[config.mk]
export PLATFORM = sky130hd
export DESIGN_NAME = da_fir
export DESIGN_NICKNAME = d
export VERILOG_FILES = /design/src/rtl/da_fir_pkg.sv /design/src/rtl/da_pair_lut.sv /design/src/rtl/da_group.sv /design/src/rtl/da_sum.sv /design/src/rtl/da_ctrl.sv /design/src/rtl/da_fir.sv
export SDC_FILE = /design/constraint.sdc
export NUM_CORES = 1
export LEC_CHECK = 0
export CAP_MARGIN = 20
export CELL_PAD_IN_SITES_DETAIL_PLACEMENT = 1
export CELL_PAD_IN_SITES_GLOBAL_PLACEMENT = 2
export CORE_ASPECT_RATIO = 1.25
export CORE_MARGIN = 1.5
export CORE_UTILIZATION = 40
export DETAILED_ROUTE_END_ITERATION = 10
export GPL_TIMING_DRIVEN = 1
export MAX_ROUTING_LAYER = met4
export PLACE_DENSITY = 0.86
export SYNTH_ARGS = -nofsm -noshare
export SYNTH_HDL_FRONTEND = slang
export SYNTH_SLANG_ARGS = --single-unit
[constraint.sdc]
create_clock -name clk -period 18.65 [get_ports clk]
set_input_delay 3.73 -clock clk [delete_from_list [all_inputs] [get_ports clk]]
set_output_delay 3.73 -clock clk [all_outputs]
set_load 0.05 [all_outputs]
[src/rtl/da_fir_pkg.sv]
package da_fir_pkg;

    typedef enum logic [0:0] {
        ST_IDLE = 1'b0,
        ST_RUN  = 1'b1
    } ctl_state_t;

endpackage

[src/rtl/da_pair_lut.sv]
module da_pair_lut #(
    parameter int CW = 8,
    parameter logic [CW-1:0] H_A = '0,
    parameter logic [CW-1:0] H_B = '0
) (
    input  logic [1:0]    addr,
    output logic [CW:0]   entry
);
    localparam logic signed [CW:0] EA = {H_A[CW-1], H_A};
    localparam logic signed [CW:0] EB = {H_B[CW-1], H_B};

    always_comb begin
        unique case (addr)
            2'b00:   entry = '0;
            2'b01:   entry = EA;
            2'b10:   entry = EB;
            default: entry = EA + EB;
        endcase
    end
endmodule

[src/rtl/da_group.sv]
module da_group #(
    parameter int CW = 8,
    parameter logic [4*CW-1:0] HG = '0,
    localparam int GW = CW + 2
) (
    input  logic [3:0]    addr,
    output logic [GW-1:0] gsum
);
    logic [CW:0] lo_e;
    logic [CW:0] hi_e;

    da_pair_lut #(.CW(CW), .H_A(HG[0*CW +: CW]), .H_B(HG[1*CW +: CW])) u_lo (
        .addr (addr[1:0]),
        .entry(lo_e)
    );

    da_pair_lut #(.CW(CW), .H_A(HG[2*CW +: CW]), .H_B(HG[3*CW +: CW])) u_hi (
        .addr (addr[3:2]),
        .entry(hi_e)
    );

    assign gsum = {lo_e[CW], lo_e} + {hi_e[CW], hi_e};
endmodule

[src/rtl/da_sum.sv]
module da_sum #(
    parameter int NG = 2,
    parameter int GW = 10,
    parameter int RW = 19
) (
    input  logic [NG*GW-1:0] gin,
    output logic [RW-1:0]    total
);
    always_comb begin
        total = '0;
        for (int g = 0; g < NG; g++) begin
            total = total + {{(RW-GW){gin[g*GW+GW-1]}}, gin[g*GW +: GW]};
        end
    end
endmodule

[src/rtl/da_ctrl.sv]
module da_ctrl
    import da_fir_pkg::*;
#(
    parameter int DW = 8,
    localparam int BIW = $clog2(DW)
) (
    input  logic             clk,
    input  logic             rst,
    input  logic             in_valid,
    output logic             load,
    output logic             step,
    output logic             last,
    output logic             done,
    output logic [BIW-1:0]   bidx,
    output ctl_state_t       state
);
    localparam logic [BIW-1:0] SIGN_IDX = BIW'(DW - 1);

    ctl_state_t state_nx;

    always_ff @(posedge clk) begin
        if (rst) begin
            state <= ST_IDLE;
            bidx  <= '0;
            done  <= 1'b0;
        end else begin
            state <= state_nx;
            done  <= last;
            if (load)      bidx <= '0;
            else if (step) bidx <= bidx + 1'b1;
        end
    end

    always_comb begin
        load     = 1'b0;
        step     = 1'b0;
        last     = 1'b0;
        state_nx = state;
        unique case (state)
            ST_IDLE: begin
                if (in_valid) begin
                    load     = 1'b1;
                    state_nx = ST_RUN;
                end
            end
            ST_RUN: begin
                step = 1'b1;
                if (bidx == SIGN_IDX) begin
                    last     = 1'b1;
                    state_nx = ST_IDLE;
                end
            end
            default: state_nx = ST_IDLE;
        endcase
    end
endmodule

[src/rtl/da_fir.sv]
module da_fir
    import da_fir_pkg::*;
#(
    parameter int NTAPS = 8,
    parameter int DW    = 8,
    parameter int CW    = 8,
    parameter logic [NTAPS*CW-1:0] COEFS = {8'h09, 8'hFF, 8'h40, 8'h80,
                                             8'h7F, 8'h11, 8'hFB, 8'h03},
    parameter int RW    = DW + CW + $clog2(NTAPS)
) (
    input  logic          clk,
    input  logic          rst,
    input  logic          in_valid,
    input  logic [DW-1:0] in_sample,
    output logic          out_done,
    output logic [RW-1:0] out_result
);
    localparam int NG  = NTAPS / 4;
    localparam int GW  = CW + 2;
    localparam int BIW = $clog2(DW);

    logic              load;
    logic              step;
    logic              last;
    logic [BIW-1:0]    bit_idx;
    ctl_state_t        ctl_state;

    logic [DW-1:0]     taps [NTAPS];
    logic [NTAPS-1:0]  bitvec;
    logic [NG*GW-1:0]  grp_flat;
    logic [RW-1:0]     partial;
    logic signed [RW-1:0] shifted;
    logic signed [RW-1:0] acc;
    logic signed [RW-1:0] acc_nx;

    da_ctrl #(.DW(DW)) u_ctrl (
        .clk     (clk),
        .rst     (rst),
        .in_valid(in_valid),
        .load    (load),
        .step    (step),
        .last    (last),
        .done    (out_done),
        .bidx    (bit_idx),
        .state   (ctl_state)
    );

    always_ff @(posedge clk) begin
        if (rst) begin
            for (int i = 0; i < NTAPS; i++) taps[i] <= '0;
        end else if (load) begin
            taps[0] <= in_sample;
            for (int i = 1; i < NTAPS; i++) taps[i] <= taps[i-1];
        end
    end

    always_comb begin
        for (int i = 0; i < NTAPS; i++) bitvec[i] = taps[i][bit_idx];
    end

    for (genvar g = 0; g < NG; g++) begin : g_grp
        da_group #(.CW(CW), .HG(COEFS[g*4*CW +: 4*CW])) u_grp (
            .addr(bitvec[g*4 +: 4]),
            .gsum(grp_flat[g*GW +: GW])
        );
    end

    da_sum #(.NG(NG), .GW(GW), .RW(RW)) u_sum (
        .gin  (grp_flat),
        .total(partial)
    );

    assign shifted = $signed(partial) <<< bit_idx;
    assign acc_nx  = last ? (acc - shifted) : (acc + shifted);

    always_ff @(posedge clk) begin
        if (rst) begin
            acc        <= '0;
            out_result <= '0;
        end else begin
            if (load)      acc <= '0;
            else if (step) acc <= acc_nx;
            if (last)      out_result <= acc_nx;
        end
    end
endmodule

==> impl_summary.log <==
INFO  metric run_status = complete, no violations
INFO  metric post-place-ws = approximately 10 ns
INFO  metric skew = between 0.008 and 0.009 ns
INFO  metric max_stage_delay = 0.63 ns
INFO  metric critical_path_class = flop to flop
INFO  metric fp.coreArea = 18,000 um2
INFO  metric synth-adder-area-share = 0.107
INFO  metric clk_path_buf_depth = 2
INFO  metric time_the_final_worst_path_needs_with_i_o_delays_and_setup = 8.52 ns
INFO  metric cts.clk_slew.worst_paths = around 0.08 ns
INFO  metric grt_use_total = 0.207
INFO  metric maxSlewViolCount = 0
INFO  metric post-cts-setup-buffers = 0
INFO  metric tritoncts = yes
INFO  metric routabilityCongestion = 0.904
INFO  metric fillers = 2,004
INFO  metric number_of_standard_cells_in_the_final_layout_excluding_fillers = 980
INFO  metric drv.max_cap_violation_count = 0
INFO  metric drt-pass1-iter-count = 4
INFO  metric start_util = 0.405
INFO  metric top_level_ports = 31
INFO  metric ant_nets = 0
INFO  metric synthXorXnorAreaFrac = 0.0421
INFO  metric mostFrequentLayoutCells = sky130_fd_sc_hd__nand2_1 (76), sky130_fd_sc_hd__edfxtp_1 (64), sky130_fd_sc_hd__and2_1 (56)
INFO  metric worst-endpoint-arrival = 8.77 ns
INFO  metric finalSetupTns = 0 ns
INFO  metric dpl.hpwl = between 10,000 and 15,000 um
INFO  metric detail_route.wirelength = around 18,000 um
INFO  metric cts-buffers-inserted = 9
INFO  metric critical_path.endpoint_type = flop
INFO  metric clock_insertion_delay_worst_skew = between 0.3 and 0.4 ns
INFO  metric final_core_utilization = 0.451
INFO  metric p_total = about 1.1 mW
INFO  metric setup_viol = 0
INFO  metric timing.final.hold_violations = 0
INFO  metric area_delta_synth_final = 11.2%
INFO  metric synthesis.yosys.warnings = 0
INFO  metric avgSynthCellArea = between 9 and 10 um2
INFO  metric ys_async_sr_fraction = 0
INFO  metric internal_power = around 0.62 mW
INFO  metric fin_crit_sh = 0.457
INFO  metric worst_ep_required_time = roughly 19 ns
INFO  metric grt_setup_unrepaired = no
INFO  metric clk_root_buffer_cell = sky130_fd_sc_hd__clkbuf_16
INFO  metric rows = 55
INFO  metric area_used_by_multi_input_combinational_logic = approximately 4200 um2
INFO  metric regArea = about 2800 um2
INFO  metric chipWidth = about 120 um
INFO  metric ir_drop = 0.0760 mV
INFO  metric dp_cells = 964
INFO  metric grt_pass1_vias = just under 6,000
INFO  metric max_slew_margin = 0.407
INFO  metric synthFlopType = sky130_fd_sc_hd__edfxtp_1
INFO  metric worstHoldPathType = flop to flop
INFO  metric grt_max_degree = 65
INFO  metric final_common_cell = sky130_fd_sc_hd__nand2_1
INFO  metric synth_enable_flop_cells = 64
INFO  metric globalRoute.totalOverflow = 0
INFO  metric powerDensity = 136 nW/um2
INFO  metric cts.repair.resized = 0
INFO  metric postLayoutSetupSlackWorst = between 10 and 15 ns
INFO  metric routedWlPerCell = roughly 18 um
INFO  metric synthMuxAreaShare = 0.0832
INFO  metric synth_cells = 732
INFO  metric synth-seq-cells = roughly 110
INFO  metric critPathSlowestCell = sky130_fd_sc_hd__fa_1
INFO  metric synthSimpleGateAreaFrac = 0.191
INFO  metric max_freq = roughly 120 MHz
INFO  metric swShare = 0.436
INFO  metric cts-hold-fix-buffers = 0
INFO  metric deepest_level_of_the_cts_h_tree = 3
INFO  metric worst_slew_pin_slew = around 0.89 ns
INFO  metric synth_top_family_by_area = simple AND/OR/NAND/NOR gates
INFO  metric routed-via-count = roughly 5,400
INFO  metric cellLeakagePower = ~3.3 nW
INFO  metric worst_hold_path.num_cells = 2
INFO  metric antenna_found_initial = 0
INFO  metric initialDrtViolationCount = 150
INFO  metric crit_top_cell = sky130_fd_sc_hd__ha_1
INFO  metric synth_seq_area_share = 0.382
INFO  metric die-area = approximately 19,000 um2
INFO  metric placement.io_buffers = 30
INFO  metric synthesis.nets = 799
INFO  metric clock_power_share = 0.175
INFO  metric power.sequential.fraction = 0.256
INFO  metric p_switching = 0.482 mW
INFO  metric netlist_area = ~7300 um2
INFO  metric synth-compound-area-share = 0.158
INFO  metric combinational_share_of_power = 0.569
INFO  metric critical_path.max_fanout = 41
INFO  metric yosys.cell_types.count = 79
INFO  metric grt_first_pass_wirelength = just over 30,000 um
INFO  metric layout-drive-gt1-share = 0.0957
INFO  metric via_count_normalized_by_instance_count = around 5.6
INFO  metric startpoint_type = flop
INFO  metric design.final.nets = about 810
INFO  metric r2r_cells = 29
INFO  metric antenna_cells = 0
INFO  metric clock_sink_count = approximately 110
INFO  metric dieHeight = around 150 um
INFO  metric drc = 0
[logic make-up (layout without fill, tap and decap cells)]
kind of cell,after synthesis,count (layout)
xor gates and xnor gates,35,35
AOI/OAI and AO/OA,155,155
buffers and inverters,70,90
muxes,39,39
DFF,107,107
adders and majority gates,56,56
and+or+nand+nor,270,270
[per-layer routing]
layer / wire length [um] / vias to the layer above / track usage
li1: - / 2656 / -
met1: 8100 / 2683 / 0.261
met2: 8970 / 76 / 0.344
met3: 516 / 24 / 0.0271
met4: 363 / 0 / 0.0640
met5: 0 / - / -
[flip-flops by register name, summed over array words and instances (netlist names)]
register      count
acc              19
out_result       19
u_ctrl.bidx       3
taps             64
u_ctrl.state      1
u_ctrl.done       1
[worst paths after layout]
kind,slack [ns],to,start
max,10.13,acc[18],u_ctrl.bidx[0]
min,0.46,out_result[8],out_result[8]
max reg2reg,10.13,acc[18],u_ctrl.bidx[0]
min reg2reg,0.46,out_result[8],out_result[8]
[synth_stat cells, drive strengths merged (17+ instances only)]
master  number  area, um2
nor2b       22        138
mux2i       20        200
xor2        17        149
o21ai       18       97.6
nand2       76        285
nor2        54        203
dfxtp       43        861
inv         34        128
ha          46        576
mux4        17        383
clkbuf      26       97.6
and2        56        350
a21oi       46        238
edfxtp      64       1920
xnor2       18        158
[power by group through the flow]
| stage | Clock, mW | Sequential, mW | Combinational, mW |
|---|---|---|---|
| 6_report | 0.194 | 0.283 | 0.628 |
| 5_1_grt | 0.206 | 0.285 | 0.700 |
| 4_1_cts | 0.198 | 0.283 | 0.628 |
| 3_5_place_dp | 0 | 0.288 | 0.622 |
| 3_3_place_gp | 0 | 0.286 | 0.602 |
| 2_1_floorplan | 0 | 0.284 | 0.485 |
[per-stage QoR]
stage | instance area, um2 | hold slack, ns
2_1_floorplan | 7280 | 0.455
3_3_place_gp | 7790 | 0.442
3_5_place_dp | 7800 | 0.448
4_1_cts | 8090 | 0.466
5_1_grt | 8090 | 0.480
6_report | 8090 | 0.458
[worst max-delay path: cells and delay by family (launching register included)]
kind,cells,cell delay (ns)
AOI/OAI and AO/OA,11,2.62
and+or+nand+nor,7,1.99
adders and majority gates,5,1.77
muxes,2,0.72
buffers and inverters,2,0.58
xor gates and xnor gates,2,0.36
DFF,1,0.34
[final cells by class]
type | count | share of cell area
multi-input combinational | 555 | 0.523
clock inverter | 6 | 0.00773
timing repair buffer | 39 | 0.0459
tap | 228 | 0.0352
sequential | 107 | 0.344
clock buffer | 10 | 0.0283
inverter | 35 | 0.0162
Note: power is estimated with default switching activity, not from simulation.
